===== src/rtl/buserr_pkg.sv =====
package buserr_pkg;
  typedef enum logic [1:0] {
    KIND_DATA  = 2'd0,
    KIND_PREF  = 2'd1,
    KIND_BURST = 2'd2,
    KIND_RSVD  = 2'd3
  } cyc_kind_e;

  typedef enum logic [1:0] {
    CAUSE_NONE  = 2'd0,
    CAUSE_DATA  = 2'd1,
    CAUSE_PREF  = 2'd2,
    CAUSE_XLATE = 2'd3
  } cause_e;

  typedef enum logic [1:0] {
    XS_IDLE  = 2'd0,
    XS_WALK  = 2'd1,
    XS_RETRY = 2'd2
  } xlate_state_e;

  typedef struct packed {
    logic data_fault;
    logic pf_fault;
    logic pf_clean;
    logic burst_cut;
    logic miss;
    logic dbl;
  } class_t;
endpackage


===== src/rtl/buserr_classify.sv =====
module buserr_classify
  import buserr_pkg::*;
#(
  parameter int BEAT_W = 2
) (
  input  logic              cyc_end,
  input  logic [1:0]        kind,
  input  logic [BEAT_W-1:0] beat,
  input  logic              abort,
  input  logic              atc_miss,
  input  logic              in_exc,
  input  logic              addr_err,
  input  logic              halted,
  input  logic              walk_busy,
  output class_t            cls
);
  logic live, aborted, later_beat, is_pref, is_dataish;

  always_comb begin
    live       = cyc_end & ~halted;
    is_pref    = (kind == KIND_PREF);
    later_beat = (kind == KIND_BURST) && (beat != '0);
    is_dataish = (kind == KIND_DATA) || (kind == KIND_RSVD) ||
                 ((kind == KIND_BURST) && (beat == '0));
    // A miss cancels the external cycle, so its abort is not a bus error.
    aborted    = live & abort & ~atc_miss;

    cls.miss       = live & atc_miss & ~walk_busy;
    cls.data_fault = aborted & ~in_exc & is_dataish;
    cls.pf_fault   = aborted & ~in_exc & is_pref;
    cls.pf_clean   = live & ~abort & ~atc_miss & is_pref;
    cls.burst_cut  = aborted & later_beat;
    cls.dbl        = ~halted & in_exc & ((aborted & ~later_beat) | addr_err);
  end
endmodule


===== src/rtl/buserr_pf_track.sv =====
module buserr_pf_track #(
  parameter int TAG_W = 3
) (
  input  logic             clk,
  input  logic             rst,
  input  logic             set,
  input  logic             clean,
  input  logic [TAG_W-1:0] cyc_tag,
  input  logic             consume,
  input  logic [TAG_W-1:0] cons_tag,
  input  logic             flush,
  input  logic             blocked,
  input  logic             halted,
  output logic             fire
);
  localparam int NTAGS = 1 << TAG_W;

  logic [NTAGS-1:0] pend_q;

  assign fire = consume & ~halted & ~blocked & pend_q[cons_tag];

  for (genvar i = 0; i < NTAGS; i++) begin : g_slot
    logic hit_cyc, hit_use;
    assign hit_cyc = (cyc_tag == TAG_W'(i));
    assign hit_use = fire && (cons_tag == TAG_W'(i));

    always_ff @(posedge clk) begin
      if (rst) begin
        pend_q[i] <= 1'b0;
      end else if (set && hit_cyc) begin
        pend_q[i] <= 1'b1;
      end else if ((flush && !halted) || (clean && hit_cyc) || hit_use) begin
        pend_q[i] <= 1'b0;
      end
    end
  end
endmodule


===== src/rtl/buserr_xlate.sv =====
module buserr_xlate
  import buserr_pkg::*;
(
  input  logic clk,
  input  logic rst,
  input  logic miss,
  input  logic walk_done,
  input  logic walk_limit,
  input  logic walk_invalid,
  input  logic walk_berr,
  input  logic hold,
  input  logic halted,
  output logic busy,
  output logic retry_fire,
  output logic exc_fire
);
  xlate_state_e state_q;
  logic         fault_q;

  assign busy       = (state_q != XS_IDLE);
  assign retry_fire = (state_q == XS_RETRY) & ~hold & ~halted;
  assign exc_fire   = retry_fire & fault_q;

  always_ff @(posedge clk) begin
    if (rst) begin
      state_q <= XS_IDLE;
      fault_q <= 1'b0;
    end else begin
      case (state_q)
        XS_IDLE: begin
          if (miss) begin
            state_q <= XS_WALK;
            fault_q <= 1'b0;
          end
        end
        XS_WALK: begin
          if (walk_done) begin
            fault_q <= fault_q | walk_limit | walk_invalid | walk_berr;
            state_q <= XS_RETRY;
          end else if (walk_berr) begin
            fault_q <= 1'b1;
          end
        end
        XS_RETRY: begin
          if (retry_fire) state_q <= XS_IDLE;
        end
        default: state_q <= XS_IDLE;
      endcase
    end
  end
endmodule


===== src/rtl/buserr_rst_timer.sv =====
module buserr_rst_timer #(
  parameter int CYCLES = 124
) (
  input  logic clk,
  input  logic rst,
  input  logic start,
  output logic active
);
  localparam int CNT_W = (CYCLES > 1) ? $clog2(CYCLES) : 1;

  logic [CNT_W-1:0] left_q;

  always_ff @(posedge clk) begin
    if (rst) begin
      active <= 1'b0;
      left_q <= '0;
    end else if (!active) begin
      if (start) begin
        active <= 1'b1;
        left_q <= CNT_W'(CYCLES - 1);
      end
    end else if (left_q == '0) begin
      active <= 1'b0;
    end else begin
      left_q <= left_q - 1'b1;
    end
  end
endmodule


===== src/rtl/buserr_ctrl.sv =====
module buserr_ctrl
  import buserr_pkg::*;
#(
  parameter int TAG_W      = 3,
  parameter int BEAT_W     = 2,
  parameter int RST_CYCLES = 124
) (
  input  logic              clk,
  input  logic              rst,
  input  logic              cyc_end_i,
  input  logic [1:0]        cyc_kind_i,
  input  logic [BEAT_W-1:0] beat_i,
  input  logic [TAG_W-1:0]  pf_tag_i,
  input  logic              abort_i,
  input  logic              atc_miss_i,
  input  logic              consume_i,
  input  logic [TAG_W-1:0]  cons_tag_i,
  input  logic              flush_i,
  input  logic              walk_done_i,
  input  logic              walk_limit_i,
  input  logic              walk_invalid_i,
  input  logic              walk_berr_i,
  input  logic              in_exc_i,
  input  logic              addr_err_i,
  input  logic              sw_reset_i,
  output logic              exc_req_o,
  output logic [1:0]        cause_o,
  output logic              burst_abort_o,
  output logic              walk_start_o,
  output logic              retry_o,
  output logic              halt_o,
  output logic              status_o,
  output logic              ext_reset_o
);
  class_t cls;
  logic   walk_busy, x_retry, x_exc, pf_fire;
  logic   halted_q;

  buserr_classify #(.BEAT_W(BEAT_W)) u_cls (
    .cyc_end   (cyc_end_i),
    .kind      (cyc_kind_i),
    .beat      (beat_i),
    .abort     (abort_i),
    .atc_miss  (atc_miss_i),
    .in_exc    (in_exc_i),
    .addr_err  (addr_err_i),
    .halted    (halted_q),
    .walk_busy (walk_busy),
    .cls       (cls)
  );

  buserr_xlate u_xl (
    .clk          (clk),
    .rst          (rst),
    .miss         (cls.miss),
    .walk_done    (walk_done_i),
    .walk_limit   (walk_limit_i),
    .walk_invalid (walk_invalid_i),
    .walk_berr    (walk_berr_i),
    .hold         (cls.data_fault),
    .halted       (halted_q),
    .busy         (walk_busy),
    .retry_fire   (x_retry),
    .exc_fire     (x_exc)
  );

  buserr_pf_track #(.TAG_W(TAG_W)) u_pf (
    .clk      (clk),
    .rst      (rst),
    .set      (cls.pf_fault),
    .clean    (cls.pf_clean),
    .cyc_tag  (pf_tag_i),
    .consume  (consume_i),
    .cons_tag (cons_tag_i),
    .flush    (flush_i),
    .blocked  (cls.data_fault | x_exc),
    .halted   (halted_q),
    .fire     (pf_fire)
  );

  buserr_rst_timer #(.CYCLES(RST_CYCLES)) u_rt (
    .clk    (clk),
    .rst    (rst),
    .start  (sw_reset_i & ~halted_q),
    .active (ext_reset_o)
  );

  always_ff @(posedge clk) begin
    if (rst) begin
      halted_q      <= 1'b0;
      status_o      <= 1'b0;
      exc_req_o     <= 1'b0;
      cause_o       <= CAUSE_NONE;
      burst_abort_o <= 1'b0;
      walk_start_o  <= 1'b0;
      retry_o       <= 1'b0;
    end else begin
      halted_q      <= halted_q | cls.dbl;
      status_o      <= halted_q | cls.dbl;
      exc_req_o     <= ~cls.dbl & (cls.data_fault | x_exc | pf_fire);
      burst_abort_o <= cls.burst_cut;
      walk_start_o  <= cls.miss;
      retry_o       <= x_retry;
      if (cls.data_fault)  cause_o <= CAUSE_DATA;
      else if (x_exc)      cause_o <= CAUSE_XLATE;
      else if (pf_fire)    cause_o <= CAUSE_PREF;
      else                 cause_o <= CAUSE_NONE;
    end
  end

  assign halt_o = halted_q;
endmodule


===== config.mk =====
export PLATFORM = sky130hd
export DESIGN_NAME = buserr_ctrl
export DESIGN_NICKNAME = d
export VERILOG_FILES = /design/src/rtl/buserr_pkg.sv /design/src/rtl/buserr_classify.sv /design/src/rtl/buserr_pf_track.sv /design/src/rtl/buserr_xlate.sv /design/src/rtl/buserr_rst_timer.sv /design/src/rtl/buserr_ctrl.sv
export SDC_FILE = /design/constraint.sdc
export NUM_CORES = 1
export LEC_CHECK = 0
export ABC_AREA = 1
export ABC_CLOCK_PERIOD_IN_PS = 1280
export BUFFER_PORTS_ARGS = -buffer_cell sky130_fd_sc_hd__buf_4
export CAP_MARGIN = 20
export CORE_AREA = 3 3 61 63
export CTS_BUF_LIST = sky130_fd_sc_hd__clkbuf_16
export DETAILED_ROUTE_END_ITERATION = 7
export DIE_AREA = 0 0 64 66
export PLACE_DENSITY = 0.74
export REMOVE_ABC_BUFFERS = 1
export SLEW_MARGIN = 40
export SYNTH_ARGS = -nofsm -noshare
export SYNTH_HDL_FRONTEND = slang
export SYNTH_SLANG_ARGS = --single-unit

===== constraint.sdc =====
create_clock -name clk -period 1.28 [get_ports clk]
set_clock_uncertainty 0.1 [all_clocks]
set_input_delay 0.128 -clock clk [delete_from_list [all_inputs] [get_ports clk]]
set_output_delay 0.128 -clock clk [all_outputs]
set_load 0.01 [all_outputs]

# After elaboration in Yosys (flattened, before gate mapping)

Cells that the tools add are included.
Widths: inputs -> output; s select.

Register bits: 26
Logic and storage cells: 187
Bits of input ports: 24
Output and inout port bits: 9

Order comparisons: 1
Eq/ne operators: 24
Bitwise logic cells: 39
$add $sub $neg: 1
Reduce and logical (&&, ||, !) cells: 68
Mux-type cells: 35

Operators with widths:

| kind                | count |
|---|---|
| $logic_and 1x1->1   | 27 |
| $eq 3x3->1 const B  | 8 |
| $mux 1              | 24 |
| $reduce_bool 2->1   | 12 |
| $and 1x1->1         | 23 |
| $mux 7              | 3 |
| $logic_or 1x1->1    | 18 |
| $eq 3x2->1 const B  | 4 |
| $mux 2              | 5 |
| $not 1->1           | 9 |
| $logic_not 7->1     | 1 |
| $or 1x1->1          | 7 |
| $sub 7x1->7 const B | 1 |
| $eq 2x2->1 const B  | 3 |
| $eq 3x1->1 const B  | 2 |
| $logic_not 2->1     | 3 |
| $logic_not 3->1     | 2 |
| $pmux 2 s3          | 1 |
| $reduce_and 3->1    | 2 |
| $eq 2x1->1 const B  | 2 |
| $lt 3x4->1 const B  | 1 |
| $ne 2x1->1 const B  | 2 |
| $ne 2x2->1 const B  | 2 |
| $bmux 1 s3          | 1 |
| other kinds (5)     | 5 |

# Longest topological paths before layout

Gate-level depths: netlist (run 1).

Word-level depth: 18
Depth in mapped cells: 12
Mapped depth without buffers: 12

# Cells and area by module

From an unflattened synthesis (run 1), not the netlist that was laid out.

Cell total of the unflattened synthesis: 260
Area, all modules: 1711.6 um2

By module, submodules not included:

| module           | area an instance (um2) | instances | cells each |
|---|---|---|---|
| buserr_pf_track  | 696.9                  | 1         | 106 |
| buserr_rst_timer | 437.9                  | 1         | 61 |
| buserr_ctrl      | 227.7                  | 1         | 28 |
| buserr_xlate     | 210.2                  | 1         | 41 |
| buserr_classify  | 138.9                  | 1         | 24 |

# Least setup slack after synthesis (run 1)

Ideal clock, no wire load.

Kind: reg2reg
Start point: reg halted_q, in the netlist halt_o
End point: reg u_pf.pend_q[0]
Clock period less this slack: 1.424 ns
Arrival time: 1.188 ns
Path slack: -0.144 ns
Buffers on the path: 0
Cell stages (with the launch flop): 10
Library setup time: 0.136 ns
Path through: dfxtp_1 inv_4 nand2_4 nor2_4 nand3_2 o21ai_2 nor2_4 nand3_1 nand2_1 a21oi_2

Word-level cells in the longest chain between the ends: 17

RTL lines:

| what                          | RTL line                                                         | RTL |
|---|---|---|
| start, declared               | buserr_ctrl.sv:37                                                | `logic halted_q;` |
| start signal, assigned        | buserr_ctrl.sv:98                                                | `halted_q <= halted_q \| cls.dbl;` |
| $not 1->1                     | buserr_classify.sv:20, buserr_pf_track.sv:20, buserr_xlate.sv:21 |  |
| $and 1x1->1                   | buserr_classify.sv:20                                            | `live = cyc_end & ~halted;` |
| $and 1x1->1 (2 in a row)      | buserr_classify.sv:26                                            | `aborted = live & abort & ~atc_miss;` |
| $and 1x1->1                   | buserr_classify.sv:29, buserr_classify.sv:30                     |  |
| $and 1x1->1                   | buserr_classify.sv:29                                            | `cls.data_fault = aborted & ~in_exc & is_dataish;` |
| $not 1->1                     | buserr_xlate.sv:21                                               | `assign retry_fire = (state_q == XS_RETRY) & ~hold & ~halted;` |
| $and 1x1->1 (2 in a row)      | buserr_xlate.sv:21                                               |  |
| $and 1x1->1                   | buserr_xlate.sv:22                                               | `assign exc_fire = retry_fire & fault_q;` |
| $or 1x1->1                    | buserr_ctrl.sv:76                                                | `.blocked (cls.data_fault \| x_exc),` |
| $not 1->1                     | buserr_pf_track.sv:20                                            | `assign fire = consume & ~halted & ~blocked & pend_q[cons_tag];` |
| $and 1x1->1 (2 in a row)      | buserr_pf_track.sv:20                                            |  |
| $logic_and 1x1->1             | buserr_pf_track.sv:25                                            | `assign hit_use = fire && (cons_tag == TAG_W'(i));` |
| $logic_or 1x1->1              | buserr_pf_track.sv:32                                            | `end else if ((flush && !halted) \|\| (clean && hit_cyc) \|\| hit_use) begin` |
| $reduce_bool 2->1 (no line)   | -                                                                |  |
| end signal, assigned by index | buserr_pf_track.sv:29                                            | `pend_q[i] <= 1'b0;` |
| end signal, assigned by index | buserr_pf_track.sv:31                                            | `pend_q[i] <= 1'b1;` |
| end signal, assigned by index | buserr_pf_track.sv:33                                            | `pend_q[i] <= 1'b0;` |
| end, declared                 | buserr_pf_track.sv:18                                            | `logic [NTAGS-1:0] pend_q;` |

Several ways; a longest one is shown, not always the timed one.
A chain may end at the register's enable or synchronous reset.

# Final worst setup path (run 1)

Start point: reg u_rt.left_q[1]
End point: reg u_rt.left_q[0]

Word-level cells in the longest chain between the ends: 3

RTL lines:

| what                       | RTL line               | RTL |
|---|---|---|
| start, declared            | buserr_rst_timer.sv:11 | `logic [CNT_W-1:0] left_q;` |
| start signal, assigned     | buserr_rst_timer.sv:20 | `left_q <= CNT_W'(CYCLES - 1);` |
| start signal, assigned     | buserr_rst_timer.sv:25 | `left_q <= left_q - 1'b1;` |
| $logic_not 7->1            | buserr_rst_timer.sv:22 | `end else if (left_q == '0) begin` |
| $ne 2x2->1 (no line)       | -                      |  |
| $reduce_and 2->1 (no line) | -                      |  |

Every way passes these cells.

==> summary.md, run 1 <==
| Metric | Value |
|---|---|
| Worst path arrival time | `around 1.5 ns` |
| Rows | `21` |
| Post-synthesis xor/xnor area fraction | `under 10%` |
| Violated checks | `negative setup slack` |
| First-pass GRT wire length | `7180 microns` |
| Top cell type's share of synthesized area | `33.1%` |
| Drt wl/cell | `~13 microns` |
| Warnings from Yosys | `0` |
| Power per cell area | `1080 nW/um^2` |
| Die ar. | `4220 sq um` |
| IO Port Bufs | `32` |
| Vias in the first global route | `around 1,700` |
| Synth Area in Simple Gates | `roughly 36%` |
| Ranking of synthesized cells by area | `dfxtp_1 33%, nand2_1 14%, inv_1 7.9%` |
| Share of cells above drive strength 1 | `47.8%` |
| N_diodes | `0` |
| Total gr overflow | `0` |
| Post-Synth Adder-Cell Area | `2.39%` |
| Run status | `finished with violations` |
| Number of fill cells | `255` |
| Root Driver | `clkbuf_16` |
| Syn avg cell area | `6.66 sq um` |
| Post-layout util | `between 70 and 80%` |
| Hold Crit Start | `walk_done_i` |
| Largest family of logic cells by synthesized area | `simple AND/OR/NAND/NOR gates` |
| Crit end category | `flop` |
| Syn Std Cell Area | `roughly 1600 sq um` |
| Die X | `64 microns` |
| Worst hold stages | `3` |
| WHS Endpoint | `u_xl.state_q[1]` |
| Reg clk slew, reported paths | `0.07 ns` |
| Worst R2R End | `u_rt.left_q[0]` |
| RSZ-0062 raised after global routing | `yes` |
| Actual slew at the worst max-slew pin | `0.725 ns` |
| Hold WS | `0.0399 ns` |
| Die extent in y | `around 66 microns` |
| FF-to-FF Start | `u_rt.left_q[1]` |
| Cell area after layout | `2390 sq um` |
| Post-synth top area cell | `dfxtp_1` |
| Rel. slew slack | `51.3%` |
| Final Hold Viols | `0` |
| FF-to-FF path depth | `11` |
| DRT antenna net count | `0` |
| All-Layer GR Usage | `21.1%` |
| Core area | `3280 sq um` |
| Setup WS post-layout | `-0.176 ns` |
| Number of synthesized register bits | `26` |
| Starting Density | `47.8%` |
| VDD IR max | `0.000518 V` |
| Average vias per placed instance | `5.01` |
| Syn Inst Count | `~240` |
| Gate power share | `30.4%` |
| Setup CP Type | `flop to flop` |
| CTS tree | `built` |
| Distinct cells, synth | `33` |
| Residual DRC count | `0` |
| Sequential share of power | `a little over a third` |
| LEAKAGE | `about 1.1 nW` |
| Crit path required time | `1.32 ns` |
| Post-DP Area | `2010 sq um` |
| H-tree Lvls | `1` |
| Min cycle time layout | `around 1.5 ns` |
| Routability Congestion | `between 0.8 and 0.9` |
| Total power | `2.59 mW` |
| Slowest cell delay on critical path | `0.32 ns` |
| Seq/Total Area, Yosys | `33.1%` |
| Vias | `1,708` |
| Hold WC Path Type | `input pin to flop` |
| Drt pass-1 iters | `4` |
| Fin crit share | `114%` |
| Cts bufs inserted | `3` |
| Post-synthesis mux area share | `0%` |
| Setup-failing EPs final | `17` |
| Dpl ws | `-0.188 ns` |
| Detailed Route WL | `about 4300 microns` |
| Layout area overhead | `52.1%` |
| Initial DRC count | `107` |
| Cell breakdown of the critical path | `inv_2 > ha_4 > inv_2 > nor2_2 > nand3_2 > nand2_2 > nand2_4 > nand2_2 > inv_1 > o21ai_2 > o31ai_4` |
| Crit path launch | `u_rt.left_q[1]` |
| R2R Setup Slk | `-0.18 ns` |
| CTS Buffer Depth | `2` |
| Critical path's slowest cell | `dfxtp_2` |
| Crit-path max FO | `6` |
| CP Launch Type | `flop` |
| Max-cap violation count | `0` |
| Top-Level Pins | `33` |
| Max Slew Vio Count | `0` |
| Clock Latency Late Sink | `0.26 ns` |
| Initial antenna violation count | `0` |
| Compound-Gate Fraction of Synth Area | `14.8%` |
| Sw Ratio | `about 29%` |
| Fmax | `0.687 GHz` |
| DPL Wire Length | `roughly 3000 microns` |
| Net switching power | `0.740 mW` |
| Nets | `323` |
| Clock share of power | `34.7%` |
| Largest net degree at the start of global routing | `16` |
| Internal power | `approximately 1.8 mW` |
| CTS Sinks | `26` |
-- logic make-up after synthesis --
family | Yosys count
adders and majority gates | 3
DFF | 26
AOI/OAI and AO/OA | 35
and+or+nand+nor | 123
xor gates and xnor gates | 3
buffers and inverters | 46
-- registers in the layout (all words and copies together), names as in the netlist --
name	cells
burst_abort_o	1
cause_o	2
exc_req_o	1
halt_o	1
retry_o	1
u_pf.pend_q	8
u_rt.active	1
u_rt.left_q	7
u_xl.fault_q	1
u_xl.state_q	2
walk_start_o	1
-- layer usage --
metal	track usage [%]	wire, microns	up-vias
met4	8.36	95	0
met1	25.1	1810	781
met3	3.40	181	8
li1	-	-	867
met2	37.7	2200	52
met5	0	0	-
-- what timing repair did --
action	in CTS	in global routing
gates cloned	1	1
endpoints found under the hold margin	0	0
resized for setup	31	42
setup buffers	3	0
pin swaps	8	20
setup endpoints to repair	18	22
hold buffers	0	0
-- cells in the final DEF, fill, tap and decap left out, types with 2 or more instances in the layout --
cell type and instances:
a21oi_1 9, ha_1 2, clkinv_1 2, a211oi_2 3
nand3_2 12, dfxtp_2 2, o21ai_2 2, a21oi_2 9
clkbuf_16 3, nor2_2 3, xnor2_1 2, a41oi_1 2
dfxtp_1 23, clkinv_4 2, nand2_4 6, nand3_1 6
nor2_4 3, inv_4 2, inv_2 13, nor2_1 22
inv_1 24, buf_6 3, nand4_1 3, o21ai_1 2
nand2_2 16, buf_4 54, nand2_1 43, nor3_1 7
-- per-stage QoR --
| stage | setup TNS (ns) | cells |
|---|---|---|
| after floorplan | -2.15 | 232 |
| after global placement | -2.13 | 332 |
| final | -1.47 | 341 |
| after global routing | -2.86 | 341 |
| after CTS | -1.33 | 340 |
| after detailed placement | -2.52 | 332 |
-- cell usage after synthesis, drive strengths merged --
| cell | count |
|---|---|
| o31ai | 2 |
| dfxtp | 26 |
| o21ai | 6 |
| xnor2 | 2 |
| nand4 | 3 |
| a21oi | 18 |
| nor3 | 8 |
| a211oi | 5 |
| clkinv | 3 |
| a22oi | 1 |
| ha | 3 |
| buf | 4 |
| nand2 | 65 |
| or2 | 1 |
| inv | 39 |
| a31o | 1 |
| nor2 | 27 |
| nand3 | 19 |
| xor2 | 1 |
| a41oi | 2 |
-- power groups by stage --
stage / sequential, mW / clock, mW / combinational [mW]
finish: 0.903 / 0.899 / 0.786
global route: 0.911 / 0.941 / 0.863
CTS: 0.899 / 0.915 / 0.678
detailed placement: 0.915 / 0 / 0.607
global placement: 0.914 / 0 / 0.600
floorplan: 0.925 / 0 / 0.319
-- final cells by class --
cell class	instances	area [sq um]	area share (%)
well taps	46	57.6	2.41
flip-flops and latches	26	527	22.0
repair buffers	57	439	18.4
repair inverters	1	6.26	0.262
inverters	42	170	7.12
multi-input cells	165	1080	45.4
clock buffers	3	75.1	3.14
clock inverters	1	30.0	1.26
-- how the worst max path moves through the flow --
| stage | cells past startpoint | slack, ns | endpoint |
|---|---|---|---|
| after floorplan | 9 | -0.18 | u_pf.pend_q[0] |
| after global placement | 11 | -0.16 | u_pf.pend_q[1] |
| after detailed placement | 10 | -0.19 | u_pf.pend_q[0] |
| after CTS | 10 | -0.15 | u_rt.left_q[3] |
| after global routing | 10 | -0.26 | u_rt.left_q[3] |
| final | 11 | -0.18 | u_rt.left_q[0] |
-- critical path: cells and delay by family (launching register included) --
kind                     cells  cell delay [ns]
flip-flops                   1             0.32
adder cells (fa/ha/maj)      1             0.13
AO/OA/AOI/OAI                2             0.15
buffers and inverters        3             0.15
AND/OR/NAND/NOR              5             0.47
No activity file was read; power rests on OpenSTA's default activity.
==> run 2, diff against run 1 <==
--- a/config.mk
+++ b/config.mk
@@ -13,7 +13,7 @@
 export CTS_BUF_LIST = sky130_fd_sc_hd__clkbuf_16
 export DETAILED_ROUTE_END_ITERATION = 7
 export DIE_AREA = 0 0 64 66
-export PLACE_DENSITY = 0.74
+export PLACE_DENSITY = 0.82
 export REMOVE_ABC_BUFFERS = 1
 export SLEW_MARGIN = 40
 export SYNTH_ARGS = -nofsm -noshare
==> summary.md, run 2 (synthesized netlist as in run 1, its figures left out) <==
| Metric | Value |
|---|---|
| Run status | `finished with violations` |
| Violated checks | `negative setup slack` |
| Routability Congestion | `a little under 0.9` |
| Rel. slew slack | `66.1%` |
| Total gr overflow | `0` |
| Initial antenna violation count | `0` |
| Hold Crit Start | `walk_done_i` |
| R2R Setup Slk | `-0.21 ns` |
| Cts bufs inserted | `3` |
| Drt wl/cell | `about 14 microns` |
| Actual slew at the worst max-slew pin | `0.505 ns` |
| Share of cells above drive strength 1 | `45.6%` |
| Commonest non-fill, non-tap cells in the layout | `54 x buf_4, 44 x nand2_1, 27 x inv_1` |
| CP bufs+invs | `2` |
| Initial DRC count | `141` |
| Fin Setup TNS | `-1.53 ns` |
| IO Port Bufs | `32` |
| Core area | `3280 sq um` |
| Cells after DPL | `333` |
| FF-to-FF Start | `u_rt.left_q[0]` |
| Layout area overhead | `49.7%` |
| Worst R2R End | `u_rt.left_q[3]` |
| Detailed Route WL | `4710 microns` |
| Most used cell, CP | `inv_2` |
| Top delay family on crit path | `simple AND/OR/NAND/NOR gates` |
| Cell area after layout | `approximately 2400 sq um` |
| Largest net degree at the start of global routing | `16` |
| CTS Buffer Depth | `2` |
| Biggest regs | `u_pf.pend_q: 8 flops, u_rt.left_q: 7 flops` |
| Residual DRC count | `0` |
| Setup WS post-layout | `-0.213 ns` |
| Die extent in y | `66 microns` |
| Root Driver | `clkbuf_16` |
| Average vias per placed instance | `5.31` |
| Fmax | `0.670 GHz` |
| DRT antenna net count | `0` |
| Starting Density | `about 48%` |
| Slowest cell delay on critical path | `between 0.3 and 0.4 ns` |
| Power per cell area | `roughly 1100 nW/um^2` |
| Reg clk slew, reported paths | `0.07 ns` |
| Final std cells w/o fill | `between 300 and 400` |
| Hold WC Path Type | `input pin to flop` |
| Cell breakdown of the critical path | `inv_2 > ha_4 > inv_2 > nor2_2 > nand3_1 > nand2_2 > nand2_4 > nand3_2 > xor2_1 > a21oi_1` |
| Number of fill cells | `between 200 and 250` |
| Min cycle time layout | `1.49 ns` |
| Vias in the first global route | `1,774` |
| Top-Level Pins | `33` |
| Worst path arrival time | `1.54 ns` |
| Drt pass-1 iters | `4` |
| All-Layer GR Usage | `21.0%` |
| Vias | `1,817` |
| Die ar. | `~4200 sq um` |
| Die X | `64 microns` |
| LEAKAGE | `between 1 and 1.5 nW` |
| Rows | `21` |
| CTS Sinks | `26` |
| Nets | `324` |
| Clock Latency Late Sink | `0.27 ns` |
| Worst hold stages | `3` |
| H-tree Lvls | `1` |
| Commonest non-fill, non-tap cell in the layout | `buf_4` |
| Fin crit share | `117%` |
| FF-to-FF path depth | `10` |
| CTS tree | `built` |
| DPL Wire Length | `roughly 2900 microns` |
| Crit end category | `flop` |
| WHS Endpoint | `u_xl.state_q[1]` |
| Biggest register | `u_pf.pend_q` |
| CTS Hold Bufs | `0` |
| CP Launch Type | `flop` |
| Setup CP Type | `flop to flop` |
| Max Slew Vio Count | `0` |
| Final Hold Viols | `0` |
| Crit-path max FO | `6` |
| Max reg flops | `8` |
| Post-DP Area | `2020 sq um` |
| Post-layout util | `71.6%` |
| Crit path required time | `approximately 1.3 ns` |
| Setup-failing EPs final | `17` |
| N_diodes | `0` |
| RSZ-0062 raised after global routing | `yes` |
| VDD IR max | `between 0.0004 and 0.0005 V` |
| Critical path's slowest cell | `dfxtp_2` |
| Max-cap violation count | `0` |
| Crit path launch | `u_rt.left_q[0]` |
| First-pass GRT wire length | `7110 microns` |
[run 2: cell count changes in the layout (fill, tap and decap cells not counted), moves of 2 or more]
cell / delta
dfxtp_2: +2
a211oi_1: +2
inv_2: -3
a21oi_2: -2
nand2_4: -2
a21oi_1: +2
inv_1: +3
[run 2: worst max path at each step]
| stage | cells past startpoint | endpoint | slack [ns] |
|---|---|---|---|
| after floorplan | 9 | u_pf.pend_q[0] | -0.18 |
| after global placement | 11 | u_pf.pend_q[2] | -0.16 |
| after detailed placement | 10 | u_rt.left_q[2] | -0.19 |
| after CTS | 10 | u_rt.left_q[2] | -0.18 |
| after global routing | 10 | u_rt.left_q[3] | -0.28 |
| final | 10 | u_rt.left_q[3] | -0.21 |
[run 2: what timing repair did]
action / in CTS / in global routing
resized for setup: 22 / 40
pin swaps: 17 / 19
hold endpoints to repair: 0 / 0
setup buffers: 2 / 1
gates cloned: 1 / 1
setup endpoints to repair: 19 / 20
[run 2: layout make-up]
type                    count  area [sq um]  area share [%]
clock buffers               3          75.1            3.19
clock inverters             1          30.0            1.28
inverters                  42           168            7.13
multi-input cells         165          1040            44.2
flip-flops and latches     26           526            22.3
well taps                  46          57.6            2.45
repair buffers             58           450            19.1
repair inverters            1          6.26           0.266
[run 2: metal layers]
layer	routed length, microns	vias to the layer above	GRT usage [%]
li1	-	877	-
met1	1710	805	23.2
met2	2390	112	37.3
met3	442	23	4.25
met4	166	0	11.6
met5	0	-	0
[run 2: power by group]
group          switching, mW  internal (mW)
Sequential            0.0358          0.868
Combinational          0.430          0.351
Clock                  0.313          0.623
Total                  0.779           1.84
[run 2: through the flow]
stage	setup slack, ns	total power [mW]	hold slack [ns]
finish	-0.213	2.62	0.0336
CTS	-0.183	2.52	0.0353
global route	-0.278	2.72	0.0457
global placement	-0.165	1.52	0.299
detailed placement	-0.193	1.53	0.308
floorplan	-0.182	1.24	0.0904
[run 2: tightest hold or removal path, stage by stage]
cell,delay (ns)
buf_4,0.09
a22oi_1,0.07
nor2_1,0.08
==> run 3, diff against run 2 <==
--- a/config.mk
+++ b/config.mk
@@ -13,8 +13,10 @@
 export CTS_BUF_LIST = sky130_fd_sc_hd__clkbuf_16
 export DETAILED_ROUTE_END_ITERATION = 7
 export DIE_AREA = 0 0 64 66
+export GPL_TIMING_DRIVEN = 0
 export PLACE_DENSITY = 0.82
 export REMOVE_ABC_BUFFERS = 1
+export SETUP_SLACK_MARGIN = 0.5
 export SLEW_MARGIN = 40
 export SYNTH_ARGS = -nofsm -noshare
 export SYNTH_HDL_FRONTEND = slang
==> summary.md, run 3 (synthesized netlist as in run 1, its figures left out) <==
| Metric | Value |
|---|---|
| Commonest non-fill, non-tap cell in the layout | `nand2_1` |
| Detailed Route WL | `5110 microns` |
| Vias | `roughly 1,800` |
| Post-layout util | `72.5%` |
| Die X | `64 microns` |
| Worst path arrival time | `1.53 ns` |
| Dpl ws | `-0.301 ns` |
| Root Driver | `clkbuf_16` |
| Total power | `2.59 mW` |
| Commonest non-fill, non-tap cells in the layout | `43 x nand2_1, 37 x buf_4, 26 x inv_1` |
| Drt wl/cell | `15.4 microns` |
| Biggest register | `u_pf.pend_q` |
| Clock share of power | `36.4%` |
| Starting Density | `47.8%` |
| CTS Sinks | `26` |
| Rel. slew slack | `about 62%` |
| Clock Latency Late Sink | `0.27 ns` |
| Hold WC Path Type | `input pin to flop` |
| Cts bufs inserted | `3` |
| Residual DRC count | `0` |
| Fin crit share | `115%` |
| Fin Setup TNS | `-2.56 ns` |
| Setup-failing EPs final | `20` |
| Total gr overflow | `0` |
| Power per cell area | `1090 nW/um^2` |
| CP Launch Type | `flop` |
| Biggest regs | `u_pf.pend_q: 8 flops, u_rt.left_q: 7 flops` |
| Actual slew at the worst max-slew pin | `between 0.5 and 0.6 ns` |
| Routability Congestion | `approximately 0.88` |
| Min cycle time layout | `about 1.5 ns` |
| Sequential share of power | `35.4%` |
| VDD IR max | `0.000593 V` |
| Share of cells above drive strength 1 | `49.0%` |
| CTS Buffer Depth | `2` |
| Vias in the first global route | `1,751` |
| IO Port Bufs | `32` |
| Max Slew Vio Count | `0` |
| Die extent in y | `66 microns` |
| Core area | `between 3000 and 4000 sq um` |
| Average vias per placed instance | `approximately 5.4` |
| Setup WS post-layout | `-0.189 ns` |
| Gate power share | `approximately 28%` |
| RSZ-0062 raised after global routing | `yes` |
| Sw Ratio | `30.3%` |
| Layout area overhead | `51.5%` |
| LEAKAGE | `1.05 nW` |
| Violated checks | `negative setup slack` |
| All-Layer GR Usage | `a little under a quarter` |
| Drt pass-1 iters | `4` |
| Top-Level Pins | `33` |
| Number of fill cells | `224` |
| Final Hold Viols | `0` |
| Max-cap violation count | `0` |
| Max reg flops | `8` |
| Initial antenna violation count | `0` |
| DPL Wire Length | `2610 microns` |
| Nets | `314` |
| Die ar. | `4220 sq um` |
| Net switching power | `between 0.7 and 0.8 mW` |
| DRT antenna net count | `0` |
| First-pass GRT wire length | `just under 8000 microns` |
| Run status | `finished with violations` |
| Initial DRC count | `approximately 110` |
| Crit path required time | `~1.3 ns` |
| H-tree Lvls | `1` |
| Rows | `21` |
| Largest net degree at the start of global routing | `23` |
| N_diodes | `0` |
| Crit end category | `flop` |
| CTS tree | `built` |
| Internal power | `~1.8 mW` |
| Crit-path max FO | `5` |
| Fmax | `0.681 GHz` |
| Reg clk slew, reported paths | `0.07 ns` |
| Setup CP Type | `flop to flop` |
[run 3: cell type report]
class                      instances  area (sq um)  area share (%)
multi-input combinational        165          1090            45.7
sequential                        26           538            22.6
timing repair buffer              49           422            17.7
inverter                          42           170            7.15
clock buffer                       3          75.1            3.15
tap                               46          57.6            2.42
clock inverter                     1          30.0            1.26
[run 3: power by group through the flow]
stage | registers [mW] | logic, mW | clock network, mW
after floorplan | 0.925 | 0.319 | 0
after global placement | 0.925 | 0.479 | 0
after detailed placement | 0.926 | 0.489 | 0
after CTS | 0.913 | 0.627 | 0.933
after global routing | 0.923 | 0.801 | 0.956
final | 0.917 | 0.731 | 0.941
[run 3: per-layer routing]
| metal | global-route usage (%) | part of all wire (%) | vias to the layer above |
|---|---|---|---|
| li1 | - | - | 854 |
| met1 | 26.9 | 38 | 811 |
| met2 | 40.3 | 51 | 108 |
| met3 | 5.44 | 7.5 | 20 |
| met4 | 10.5 | 3.3 | 0 |
| met5 | 0 | 0 | - |
[run 3: critical path, stage by stage, from the launching register on]
cell and delay [ns]:
dfxtp_4 0.36, inv_6 0.08, nand2_4 0.06, nor2_4 0.15, nand3_4 0.12, o21ai_4 0.13
nor2_4 0.11, nand2_4 0.08, nand3_2 0.06, nand2_2 0.07, nor2_2 0.03
[run 3: worst paths after layout]
path | startpoint | end | slack (ns) | cells after the start
max | halt_o | exc_req_o | -0.19 | 10
min | atc_miss_i | walk_start_o | 0.03 | 3
max reg2reg | halt_o | exc_req_o | -0.19 | 10
min reg2reg | u_rt.left_q[6] | u_rt.left_q[6] | 0.39 | 2
[run 3: stage by stage]
step	hold WS (ns)	instances	cell area, sq um
finish	0.0270	332	2380
CTS	0.0405	326	2240
detailed placement	0.317	310	1850
floorplan	0.0904	232	1550
global route	0.0430	332	2380
global placement	0.302	310	1850
[run 3: repair_timing]
action,CTS,global route
setup endpoints to repair,35,35
buffers inserted,11,6
gates cloned,1,0
endpoints found under the hold margin,0,0
resized for setup,58,29
hold buffers,0,0
pin swaps,18,25
